## config.mk

```make
export PLATFORM = sky130hd
export DESIGN_NAME = seg_xlate
export DESIGN_NICKNAME = d
export VERILOG_FILES = /design/src/rtl/seg_xlate_pkg.sv /design/src/rtl/seg_xlate_eval.sv /design/src/rtl/seg_xlate_tc.sv /design/src/rtl/seg_xlate.sv
export SDC_FILE = /design/constraint.sdc
export NUM_CORES = 1
export LEC_CHECK = 0
export ABC_CLOCK_PERIOD_IN_PS = 6600
export BUFFER_PORTS_ARGS = -buffer_cell sky130_fd_sc_hd__buf_2
export CELL_PAD_IN_SITES_DETAIL_PLACEMENT = 0
export CELL_PAD_IN_SITES_GLOBAL_PLACEMENT = 1
export CORE_MARGIN = 5
export CORE_UTILIZATION = 40
export CTS_CLUSTER_DIAMETER = 50
export DETAILED_ROUTE_END_ITERATION = 16
export HOLD_SLACK_MARGIN = 0.08
export PLACE_DENSITY = 0.75
export SETUP_SLACK_MARGIN = 0.4
export SKIP_LAST_GASP = 1
export SYNTH_ARGS = -nofsm -noshare
export SYNTH_HDL_FRONTEND = slang
export SYNTH_SLANG_ARGS = --single-unit
export TNS_END_PERCENT = 20
```

## constraint.sdc

```tcl
create_clock -name clk -period 6.6 [get_ports clk]
set_input_delay 0.99 -clock clk [delete_from_list [all_inputs] [get_ports clk]]
set_output_delay 0.99 -clock clk [all_outputs]
set_load 0.01 [all_outputs]
```

## src/rtl/seg_xlate_pkg.sv

```systemverilog
package seg_xlate_pkg;

    parameter int SEG_W  = 6;
    parameter int OFF_W  = 12;
    parameter int PA_W   = 20;
    parameter int MA_W   = 16;
    parameter int PERM_W = 3;

    localparam int LEN_W  = OFF_W + 1;
    localparam int TLEN_W = SEG_W + 1;
    localparam int ENT_W  = PERM_W + LEN_W + PA_W;

    typedef enum logic [1:0] {
        ACC_READ  = 2'd0,
        ACC_WRITE = 2'd1,
        ACC_EXEC  = 2'd2,
        ACC_RSVD  = 2'd3
    } acc_e;

    // Descriptor word: permissions on top, base at the bottom
    typedef struct packed {
        logic [PERM_W-1:0] perm;
        logic [LEN_W-1:0]  len;
        logic [PA_W-1:0]   base;
    } seg_ent_t;

    typedef struct packed {
        logic seg;
        logic bound;
        logic prot;
    } fault_t;

    typedef enum logic [1:0] {
        ST_IDLE  = 2'd0,
        ST_CHECK = 2'd1,
        ST_WAIT  = 2'd2,
        ST_RESP  = 2'd3
    } xl_state_e;

    function automatic logic perm_ok(input logic [PERM_W-1:0] p, input acc_e a);
        case (a)
            ACC_READ:  return p[0];
            ACC_WRITE: return p[1];
            ACC_EXEC:  return p[2];
            default:   return 1'b0;
        endcase
    endfunction

endpackage

```

## src/rtl/seg_xlate_eval.sv

```systemverilog
module seg_xlate_eval
    import seg_xlate_pkg::*;
(
    input  seg_ent_t         ent,
    input  logic [OFF_W-1:0] off,
    input  acc_e             acc,
    output logic             flt_bound,
    output logic             flt_prot,
    output logic [PA_W-1:0]  paddr
);

    logic over_len;
    logic denied;

    always_comb begin
        over_len  = ({1'b0, off} >= ent.len);
        denied    = !perm_ok(ent.perm, acc);
        // bounds outranks protection
        flt_bound = over_len;
        flt_prot  = denied && !over_len;
        paddr     = (over_len || denied) ? '0 : (ent.base + PA_W'(off));
    end

endmodule

```

## src/rtl/seg_xlate_tc.sv

```systemverilog
module seg_xlate_tc
    import seg_xlate_pkg::*;
#(
    parameter int DEPTH = 4
)(
    input  logic             clk,
    input  logic             rst,
    input  logic             flush,
    input  logic [SEG_W-1:0] lk_seg,
    output logic             hit,
    output seg_ent_t         hit_ent,
    input  logic             fill_en,
    input  logic [SEG_W-1:0] fill_seg,
    input  seg_ent_t         fill_ent
);

    localparam int PTR_W = (DEPTH > 1) ? $clog2(DEPTH) : 1;

    logic [DEPTH-1:0] vld;
    logic [DEPTH-1:0] match;
    logic [SEG_W-1:0] tag  [DEPTH];
    seg_ent_t         slot [DEPTH];
    logic [PTR_W-1:0] ptr;

    for (genvar g = 0; g < DEPTH; g++) begin : g_slot
        assign match[g] = vld[g] && (tag[g] == lk_seg);

        always_ff @(posedge clk) begin
            if (rst || flush) begin
                vld[g] <= 1'b0;
            end else if (fill_en && (ptr == PTR_W'(g))) begin
                vld[g]  <= 1'b1;
                tag[g]  <= fill_seg;
                slot[g] <= fill_ent;
            end
        end
    end

    always_ff @(posedge clk) begin
        if (rst || flush) begin
            ptr <= '0;
        end else if (fill_en) begin
            ptr <= (ptr == PTR_W'(DEPTH - 1)) ? '0 : ptr + 1'b1;
        end
    end

    always_comb begin
        hit_ent = '0;
        for (int i = 0; i < DEPTH; i++) begin
            if (match[i]) hit_ent = hit_ent | slot[i];
        end
        hit = |match;
    end

endmodule

```

## src/rtl/seg_xlate.sv

```systemverilog
module seg_xlate
    import seg_xlate_pkg::*;
#(
    parameter int TC_DEPTH = 4
)(
    input  logic              clk,
    input  logic              rst,
    input  logic [MA_W-1:0]   tbl_origin,
    input  logic [TLEN_W-1:0] tbl_len,
    input  logic              req_valid,
    output logic              req_ready,
    input  logic [SEG_W-1:0]  req_seg,
    input  logic [OFF_W-1:0]  req_off,
    input  logic [1:0]        req_acc,
    output logic              mem_rd_en,
    output logic [MA_W-1:0]   mem_addr,
    input  logic              mem_rd_valid,
    input  logic [ENT_W-1:0]  mem_rd_data,
    output logic              rsp_valid,
    output logic [PA_W-1:0]   rsp_paddr,
    output logic              rsp_fault_seg,
    output logic              rsp_fault_bound,
    output logic              rsp_fault_prot
);

    xl_state_e         st;
    logic [SEG_W-1:0]  q_seg;
    logic [OFF_W-1:0]  q_off;
    acc_e              q_acc;
    logic [MA_W-1:0]   cfg_org_q;
    logic [TLEN_W-1:0] cfg_len_q;
    fault_t            rsp_flt;
    logic [PA_W-1:0]   rsp_pa;

    logic              seg_in_range;
    logic              cfg_change;
    logic              tc_hit;
    seg_ent_t          tc_ent;
    seg_ent_t          ev_ent;
    logic              ev_bound;
    logic              ev_prot;
    logic [PA_W-1:0]   ev_paddr;
    logic              fill_now;

    assign seg_in_range = ({1'b0, q_seg} < tbl_len);
    assign cfg_change   = (tbl_origin != cfg_org_q) || (tbl_len != cfg_len_q);
    assign fill_now     = (st == ST_WAIT) && mem_rd_valid;
    assign ev_ent       = (st == ST_WAIT) ? seg_ent_t'(mem_rd_data) : tc_ent;

    assign req_ready    = (st == ST_IDLE);
    assign mem_rd_en    = (st == ST_CHECK) && seg_in_range && !tc_hit;
    assign mem_addr     = tbl_origin + MA_W'(q_seg);

    assign rsp_valid       = (st == ST_RESP);
    assign rsp_paddr       = rsp_pa;
    assign rsp_fault_seg   = rsp_flt.seg;
    assign rsp_fault_bound = rsp_flt.bound;
    assign rsp_fault_prot  = rsp_flt.prot;

    seg_xlate_tc #(.DEPTH(TC_DEPTH)) u_tc (
        .clk      (clk),
        .rst      (rst),
        .flush    (cfg_change),
        .lk_seg   (q_seg),
        .hit      (tc_hit),
        .hit_ent  (tc_ent),
        .fill_en  (fill_now),
        .fill_seg (q_seg),
        .fill_ent (seg_ent_t'(mem_rd_data))
    );

    seg_xlate_eval u_eval (
        .ent       (ev_ent),
        .off       (q_off),
        .acc       (q_acc),
        .flt_bound (ev_bound),
        .flt_prot  (ev_prot),
        .paddr     (ev_paddr)
    );

    always_ff @(posedge clk) begin
        if (rst) begin
            cfg_org_q <= tbl_origin;
            cfg_len_q <= tbl_len;
        end else begin
            cfg_org_q <= tbl_origin;
            cfg_len_q <= tbl_len;
        end
    end

    always_ff @(posedge clk) begin
        if (rst) begin
            st      <= ST_IDLE;
            q_seg   <= '0;
            q_off   <= '0;
            q_acc   <= ACC_READ;
            rsp_pa  <= '0;
            rsp_flt <= '0;
        end else begin
            case (st)
                ST_IDLE: begin
                    if (req_valid) begin
                        q_seg <= req_seg;
                        q_off <= req_off;
                        q_acc <= acc_e'(req_acc);
                        st    <= ST_CHECK;
                    end
                end
                ST_CHECK: begin
                    if (!seg_in_range) begin
                        rsp_pa  <= '0;
                        rsp_flt <= '{seg: 1'b1, bound: 1'b0, prot: 1'b0};
                        st      <= ST_RESP;
                    end else if (tc_hit) begin
                        rsp_pa  <= ev_paddr;
                        rsp_flt <= '{seg: 1'b0, bound: ev_bound, prot: ev_prot};
                        st      <= ST_RESP;
                    end else begin
                        st <= ST_WAIT;
                    end
                end
                ST_WAIT: begin
                    if (mem_rd_valid) begin
                        rsp_pa  <= ev_paddr;
                        rsp_flt <= '{seg: 1'b0, bound: ev_bound, prot: ev_prot};
                        st      <= ST_RESP;
                    end
                end
                default: st <= ST_IDLE;
            endcase
        end
    end

endmodule

```

After elaboration in Yosys (flattened, before gate mapping)
Memory sizes are Yosys's and may differ from the RTL's.
Cells that the tools add are included.
{"block": "op_classes", "n_div": 0, "muxes": 51, "n_eq_ne": 17, "mul": 0, "bitwise_logic": 3, "shift": 0, "n_lt_le_gt_ge": 2, "n_reduce_logical": 32, "addsub": 3}
{"op": "$mux 36", "n": 8}
{"op": "$or 36x36->36", "n": 3}
{"op": "$reduce_or 36->1", "n": 3}
{"op": "$mux 20", "n": 4}
{"op": "$pmux 20 s2", "n": 1}
{"op": "$eq 6x6->1", "n": 4}
{"op": "$add 20x12->20", "n": 1}
{"op": "$mux 1", "n": 20}
{"op": "$mux 2", "n": 9}
{"op": "$mux 6", "n": 3}
{"op": "$reduce_or 6->1", "n": 3}
{"op": "$add 16x6->16", "n": 1}
{"op": "$ne 16x16->1", "n": 1}
{"op": "$ge 12x13->1", "n": 1}
{"op": "$logic_and 1x1->1", "n": 12}
{"op": "$eq 2x2->1 const B", "n": 5}
{"op": "$mux 3", "n": 3}
{"op": "$lt 6x7->1", "n": 1}
{"op": "$ne 7x7->1", "n": 1}
{"op": "$eq 2x1->1 const B", "n": 3}
{"op": "$logic_not 2->1", "n": 3}
{"op": "$pmux 2 s3", "n": 1}
{"op": "$pmux 3 s2", "n": 1}
{"op": "$ne 2x2->1 const B", "n": 2}
{"op": "other kinds (9)", "n": 14}
{"block": "totals", "memories": 2, "romBits": 0, "word_cells": 125, "mem_bits_rw": 168, "reg_bits": 74, "in_bits": 83, "out_inout_bits": 42, "latch_bits": 0}
{"name": "u_tc.slot", "words": 4, "width": 36, "rd": 4, "rd_ports_with_merged_regs": 0, "wr": 1, "line_no": "seg_xlate_tc.sv:22", "source": "seg_ent_t slot [DEPTH];"}
{"name": "u_tc.tag", "words": 4, "width": 6, "rd": 4, "rd_ports_with_merged_regs": 0, "wr": 1, "line_no": "seg_xlate_tc.sv:21", "source": "logic [SEG_W-1:0] tag [DEPTH];"}

Depth between registers and ports, before layout
Gate-level depths: netlist (run 1).
An unclocked memory read counts as a cell.
{"block": "logic_depth", "word_depth": 18, "ltp_mapped": 21, "mapped_depth_nobuf": 17}

Cells and area by module
From an unflattened synthesis (run 1), not the netlist that was laid out.
{"block": "hier_totals", "hier_cells": 1181, "hier_area_um2": 12565.8}
{"mod": "seg_xlate_tc", "cells_each": 649, "area_each_um2": 7861.3, "n_inst": 1, "seq_area_each_um2": 5165.0}
{"mod": "seg_xlate", "cells_each": 379, "area_each_um2": 3617.2, "n_inst": 1, "seq_area_each_um2": 1361.3}
{"mod": "seg_xlate_eval", "cells_each": 153, "area_each_um2": 1087.3, "n_inst": 1, "seq_area_each_um2": 0.0}

Worst setup path after synthesis (run 1)
OpenSTA, ideal clock, no wires.
{"block": "synth_path", "kind": "register to register", "start": "reg q_seg[3]", "end": "reg rsp_pa[18] (netlist: rsp_paddr[18])", "t_arrival_ns": 4.064, "synth_period_minus_slack_ns": 4.187, "path_stages_with_launch": 21, "setup_time_ns": 0.123, "path_buffers": 3, "slack_ns": 2.413, "required_time_ns": 6.477, "path_cell_list": "dfxtp_1 buf_2 xor2_1 nor4b_4 and2_4 buf_6 clkbuf_1 a22oi_1 nand3_1 o21a_1 ha_1 inv_1 fa_1 nand3b_1 a2111oi_0 o31ai_1 a21boi_0 o22ai_1 nor4_1 xor2_1 o21ai_0"}
{"block": "synth_via", "elab_chain_cells": 17, "elab_cells_between_ends": 30, "cone_classes": "1 x add/sub; 2 x order compare; 5 x eq/ne; 11 x mux; 3 x bitwise; 8 x reduce/logical"}
{"element": "start: declaration", "line_no": "seg_xlate.sv:27", "source": "logic [SEG_W-1:0] q_seg;"}
{"element": "start signal: assignment", "line_no": "seg_xlate.sv:103", "source": "q_seg <= req_seg;"}
{"element": "branches (longest 17 deep; another with $add 20x12->20)"}
{"element": "end signal: assignment", "line_no": "seg_xlate.sv:115", "source": "rsp_pa <= ev_paddr;"}
{"element": "end signal: assignment", "line_no": "seg_xlate.sv:124", "source": "rsp_pa <= ev_paddr;"}
{"element": "end: declaration", "line_no": "seg_xlate.sv:33", "source": "logic [PA_W-1:0] rsp_pa;"}
Several ways; the timed one is not identified. The select of a mux whose other input is x is not followed.
A chain may end at the register's enable or synchronous reset.

Worst setup path in the final report (run 1)
{"block": "layout_path", "start": "reg q_seg[1]", "end": "reg rsp_pa[19] (netlist: rsp_paddr[19])"}
Same word-level chain as after synthesis.

==> metrics.txt, run 1 <==
initial antenna violation count=0; Hold Buf Count CTS=0; first-pass GRT wire length=42500 um; ant diodes=0; Max Clk Rate=201 MHz; # nets final=1141; register area share after synthesis=60.7%; CTS tree=built; reg-to-reg setup timing slack=1630 ps; Tcrit/Tclk final=75.3%; area delta synth->final=18.3%; CTS Buf Count=29; Unique masters post-synth=61; GP Congestion=0.843; IO Port Bufs=124; arrival time worst endpoint=5410 ps; Site Rows=60; GR Overflow Total=0; Layout Cells excl Fill=1374; CP Launch Point=q_seg[1]$_SDFFE_PP0P_; number of global-route vias before repair=7348; DR pass1 iterations=5; FF+latch area=6530 um2; CP max stage cell=and2_1; HP Start=rsp_fault_bound$_SDFFE_PP0P_; wire length per cell=20.1 um; WP data required=7050 ps; final WL=27600 um; synth warn=0; CTS H-tree lvls=1; vias per cell=5.44; RSZ-0062 raised after global routing=no; crit path kind=register to register; setup TNS=0 ps; post-CTS sizing=0; setup violators final=0; Die Span Y=174 um; Final HPWL DP=18900 um; Worst path top cell family by delay=simple AND/OR/NAND/NOR gates; clock latency on the worst-skew pair=540 ps; post-route antenna net violation count=0; Syn Inst Count=886; area leader, netlist=edfxtp_1; Initial Util=40.2%; placed cell count=1320; clk sinks=242; worst-path maximum fanout=13; pin count of the biggest net entering global routing=46; I/O pin count=125; Relative slew margins=29.7%; Fin. Hold Viols=0; crit path buf inv count=1; final routed DRC violation total=0; Core ar.=26700 um2; Root Driver=clkbuf_16; die width=174 um; Max Cap Viol=0; initial DRC count=656; crit path launch type=register; Area contributors post-synth=edfxtp_1 47%, dfxtp_1 14%, ha_1 5.4%; Primary FF master, synth=edfxtp_1; Longest Clk Path Bufs=3; hold crit path type=register to register; min cycle time layout=4970 ps; CP Capture Type=register; Yosys top cell area share=46.9%; clk_skew=20.9 ps; slowest stage delay, CP=710 ps; Multi-input gate area=3920 um2; Via Count=7473; Max rail drop VDD=271 uV; Max Slew Vio Count=0; Leak=0.00476 uW; Post-synth EDFFs=168; gr usage total=17.7%; outcome=finished clean; mean post-synth cell area=12.1 um2; RR Startpoint=q_seg[1]$_SDFFE_PP0P_; synthesized flop and latch total=242; Post CTS Setup Buffer Count=0; Reg clk slew, reported paths=60 ps; Synth Net Count=1017; post-synthesis cell area=10800 um2; die area=30300 um2; layout cells sized above 1=19.7%; Power Density=346 nW/um2; fill cell count=2423; measured slew at the worst slew-check pin=1050 ps; ys async rst share=0%; CP Cell Sequence=xor2_1 -> nor3_4 -> and2_1 -> buf_4 -> a22oi_1 -> nand3_1 -> o21a_1 -> ha_1 -> a21oi_1 -> o21ai_0 -> a31oi_1 -> o211ai_1 -> nand2_1 -> or4_1 -> or4_1 -> o211ai_1
==> cells in the final DEF, fill, tap and decap left out, drive strengths merged, types with 34 or more instances in the layout <==
master  count
a21oi      48
a22oi      74
buf       135
clkbuf     34
dfxtp      74
edfxtp    168
ha         46
inv        37
nand2      69
nand3      51
nor2       50
xnor2      38
xor2       37
==> synth_stat cells (all sizes together) (5+ instances only) <==
master and n:
edfxtp 168, a22oi 74, dfxtp 74, nand2 69
nand3 51, nor2 50, a21oi 48, ha 46
xnor2 38, xor2 37, inv 31, o21ai 27
clkbuf 24, buf 18, o21a 14, nor3 12
and2 11, and3 9, a31oi 8, nand4 7
a41oi 6, nor4 6, a31o 5
==> cells by family after synthesis <==
kind of cell	synth area share, %
adders and majority gates	5.72
muxes	0.186
DFF	60.7
AOI/OAI and AO/OA	13.2
buffers and inverters	2.96
xor gates and xnor gates	6.11
and+or+nand+nor	11.1
==> final timing paths <==
kind                             endpoint  cells after the start
min          rsp_fault_bound$_SDFFE_PP0P_                      2
max reg2reg    rsp_paddr[19]$_SDFFE_PP0P_                     16
max            rsp_paddr[19]$_SDFFE_PP0P_                     16
min reg2reg  rsp_fault_bound$_SDFFE_PP0P_                      2
==> registers in the layout (all words and copies together) (netlist names), 4 cells and up <==
signal / flops
cfg_len_q: 7
cfg_org_q: 16
q_off: 12
q_seg: 6
rsp_paddr: 20
u_tc.slot: 144
u_tc.tag: 24
u_tc.vld: 4
==> cell type report <==
class	count	share of cell area [%]
Sequential cell	242	51.3
Inverter	31	0.915
Clock buffer	34	6.01
Clock inverter	20	2.09
Multi-Input combinational cell	571	30.8
Timing Repair Buffer	135	5.53
Tap cell	341	3.35
==> through the flow <==
step	cell area (um2)	setup WS (ps)	power (uW)	hold slack (ps)	util, %
global route	12700	1220	4620	501	47.6
detailed placement	11700	1770	2760	473	43.8
floorplan	10800	2410	2420	429	-
global placement	11700	1810	2760	469	43.8
CTS	12700	1710	4440	486	47.6
finish	12700	1630	4410	487	47.6
==> report_power, final <==
part	switching, uW	total, uW	internal, uW
combinational	623	986	363
clock	642	1680	1040
sequential	67.4	1740	1670
total	1330	4410	3070
==> worst register-to-register path: cells and delay by family (launching register included) <==
kind	cells	cell delay [ps]
flops	1	630
xor+xnor	1	190
buf+inv	1	340
simple gates	6	2400
compound gates	7	1080
fa+ha+maj	1	240
==> layer usage <==
layer,track usage (%),part of all wire (%),routed length [um]
met3,2.89,5.8,1590
met4,4.65,2.2,604
met5,0,0,0
met2,28.3,46,12700
met1,25.4,46,12800
No activity file was read; power rests on OpenSTA's default activity.
==> run 2, diff against run 1 <==
Settings changed: ABC_CLOCK_PERIOD_IN_PS 6600 to 4950.
Clock period 6.6 ns to 4.95 ns, I/O delays scaled along.
==> metrics.txt, run 2 (same netlist as run 1, synthesis figures left out) <==
Worst Hold Endpoint=cfg_len_q[5]$_DFF_P_ (was rsp_fault_bound$_SDFFE_PP0P_); number of global-route vias before repair=7384 (was 7348); Cells on Worst Hold Path=1 (was 2); area delta synth->final=19.1% (was 18.3%); RSZ-0062 raised after global routing=no (unchanged); GR Overflow Total=0 (unchanged); Setup WS post-layout=720 ps (was 1630 ps); CP Launch Point=q_seg[1]$_SDFFE_PP0P_ (unchanged); CP max stage cell=or4_1 (was and2_1); total design power=5660 uW (was 4410 uW); CP Capture Type=register (unchanged); RR Startpoint=q_seg[1]$_SDFFE_PP0P_ (unchanged); initial antenna violation count=1 (was 0); gr usage total=17.7% (about the same); Max Clk Rate=236 MHz (was 201 MHz); min cycle time layout=4230 ps (was 4970 ps); Root Driver=clkbuf_16 (unchanged); post-route antenna net violation count=0 (unchanged); GP Congestion=0.805 (was 0.843); most frequent cells in the layout=168 x edfxtp_1, 124 x buf_2, 72 x a22oi_1 (was 168 x edfxtp_1, 124 x buf_2, 74 x dfxtp_1); hold crit path type=input pin to register (was register to register); Reg clk slew, reported paths=60 ps (about the same); reg-to-reg setup timing slack=720 ps (was 1630 ps); setup TNS=0 ps (unchanged); CTS H-tree lvls=1 (unchanged); WP data required=5410 ps (was 7050 ps); Longest Clk Path Bufs=3 (unchanged); Fin. Hold Viols=0 (unchanged); wire length per cell=19.7 um (was 20.1 um); DR pass1 iterations=5 (unchanged); Max Cap Viol=0 (unchanged); Multi-input gate area=3930 um2 (was 3920 um2); Core ar.=26700 um2 (unchanged); outcome=finished clean (unchanged); slowest stage delay, CP=530 ps (was 710 ps); Relative slew margins=39.6% (was 29.7%); # nets final=1164 (was 1141); Max rail drop VDD=216 uV (was 271 uV); layout cells sized above 1=21.4% (was 19.7%); die width=174 um (unchanged); Biggest register=u_tc.slot (unchanged); HP Start=tbl_len[5] (was rsp_fault_bound$_SDFFE_PP0P_); I/O pin count=125 (unchanged); final routed DRC violation total=0 (unchanged); pin count of the biggest net entering global routing=45 (was 46); commonest non-fill, non-tap cell in the layout=edfxtp_1 (unchanged); initial DRC count=524 (was 656); worst-path maximum fanout=18 (was 13); CTS tree=built (unchanged); arrival time worst endpoint=4690 ps (was 5410 ps); Leak=0.00484 uW (was 0.00476 uW); die area=30300 um2 (unchanged); first-pass GRT wire length=42600 um (was 42500 um); CP Cell Sequence=xor2_1 -> nor4b_4 -> and2_4 -> buf_4 -> a22oi_1 -> nand3_1 -> o21a_1 -> ha_1 -> nand2_1 -> o21ai_0 -> a31oi_1 -> o211ai_1 -> nand2_1 -> or4_1 -> or4_1 -> o211ai_1 (was xor2_1 -> nor3_4 -> and2_1 -> buf_4 -> a22oi_1 -> nand3_1 -> o21a_1 -> ha_1 -> a21oi_1 -> o21ai_0 -> a31oi_1 -> o211ai_1 -> nand2_1 -> or4_1 -> or4_1 -> o211ai_1); measured slew at the worst slew-check pin=906 ps (was 1050 ps); clock latency on the worst-skew pair=540 ps (about the same); fill cell count=2447 (was 2423); clk sinks=242 (unchanged); RR Endpoint=rsp_paddr[19]$_SDFFE_PP0P_ (unchanged); Die Span Y=174 um (unchanged); crit path kind=register to register (unchanged); Setup Slack @ Placement=477 ps (was 1770 ps); Max Slew Vio Count=0 (unchanged); Tcrit/Tclk final=85.5% (was 75.3%); final WL=27500 um (was 27600 um); setup violators final=0 (unchanged); Largest register FFs=144 (unchanged); Initial Util=40.2% (unchanged); CTS Buf Count=29 (unchanged); clk_skew=16.9 ps (was 20.9 ps); vias per cell=5.27 (was 5.44); Site Rows=60 (unchanged); FF+latch area=6530 um2 (about the same); Reg2Reg Depth=16 (unchanged); final core utilization=47.9% (was 47.6%); crit path launch type=register (unchanged); Final HPWL DP=19500 um (was 18900 um); Power Density=442 nW/um2 (was 346 nW/um2); IO Port Bufs=124 (unchanged); Via Count=7367 (was 7473)
run 2: cell type report:
| type | instances | area share [%] |
|---|---|---|
| Sequential cell | 242 | 51.0 |
| Clock buffer | 38 | 5.93 |
| Tap cell | 341 | 3.33 |
| Antenna cell | 1 | 0.0195 |
| Timing Repair Buffer | 158 | 6.94 |
| Clock inverter | 15 | 1.17 |
| Multi-Input combinational cell | 571 | 30.7 |
| Inverter | 31 | 0.909 |
run 2: worst max path at each step:
| stage | to | slack [ps] | cells past startpoint |
|---|---|---|---|
| 2_1_floorplan | rsp_paddr[18]$_SDFFE_PP0P_ | 760 | 20 |
| 3_3_place_gp | rsp_paddr[18]$_SDFFE_PP0P_ | 610 | 17 |
| 3_5_place_dp | rsp_paddr[18]$_SDFFE_PP0P_ | 480 | 17 |
| 4_1_cts | rsp_paddr[18]$_SDFFE_PP0P_ | 460 | 17 |
| 5_1_grt | rsp_paddr[18]$_SDFFE_PP0P_ | 400 | 17 |
| 6_report | rsp_paddr[19]$_SDFFE_PP0P_ | 720 | 16 |
run 2: stage by stage:
step | area, um2 | hold slack (ps) | std cells
3_5_place_dp | 11800 | 455 | 1339
5_1_grt | 12800 | 334 | 1397
4_1_cts | 12800 | 332 | 1392
3_3_place_gp | 11800 | 464 | 1339
6_report | 12800 | 354 | 1397
2_1_floorplan | 10800 | 429 | 886
run 2: where the power goes:
part           total, uW  internal, uW  switching [uW]
logic               1350           503             845
clock network       2000          1190             804
registers           2310          2230            77.0
total               5660          3930            1730
run 2: what timing repair did:
item                       4_1_cts  5_1_grt
hold buffers                     0        0
buffers inserted                 0        4
resized for setup                0        5
setup endpoints to repair        0       22
run 2: worst max-delay path: cells and delay by family (launching register included):
| family | cells | cell delay, ps |
|---|---|---|
| AND/OR/NAND/NOR | 7 | 2060 |
| AO/OA/AOI/OAI | 6 | 860 |
| flip-flops | 1 | 510 |
| buffers and inverters | 1 | 300 |
| adder cells (fa/ha/maj) | 1 | 250 |
| XOR/XNOR | 1 | 180 |
run 2: layer usage:
metal,wire length [um],vias up,global-route usage [%]
met4,516,0,3.86
met1,12900,3544,25.0
met3,1340,36,2.98
met2,12700,189,29.0
met5,0,-,0
li1,-,3598,-
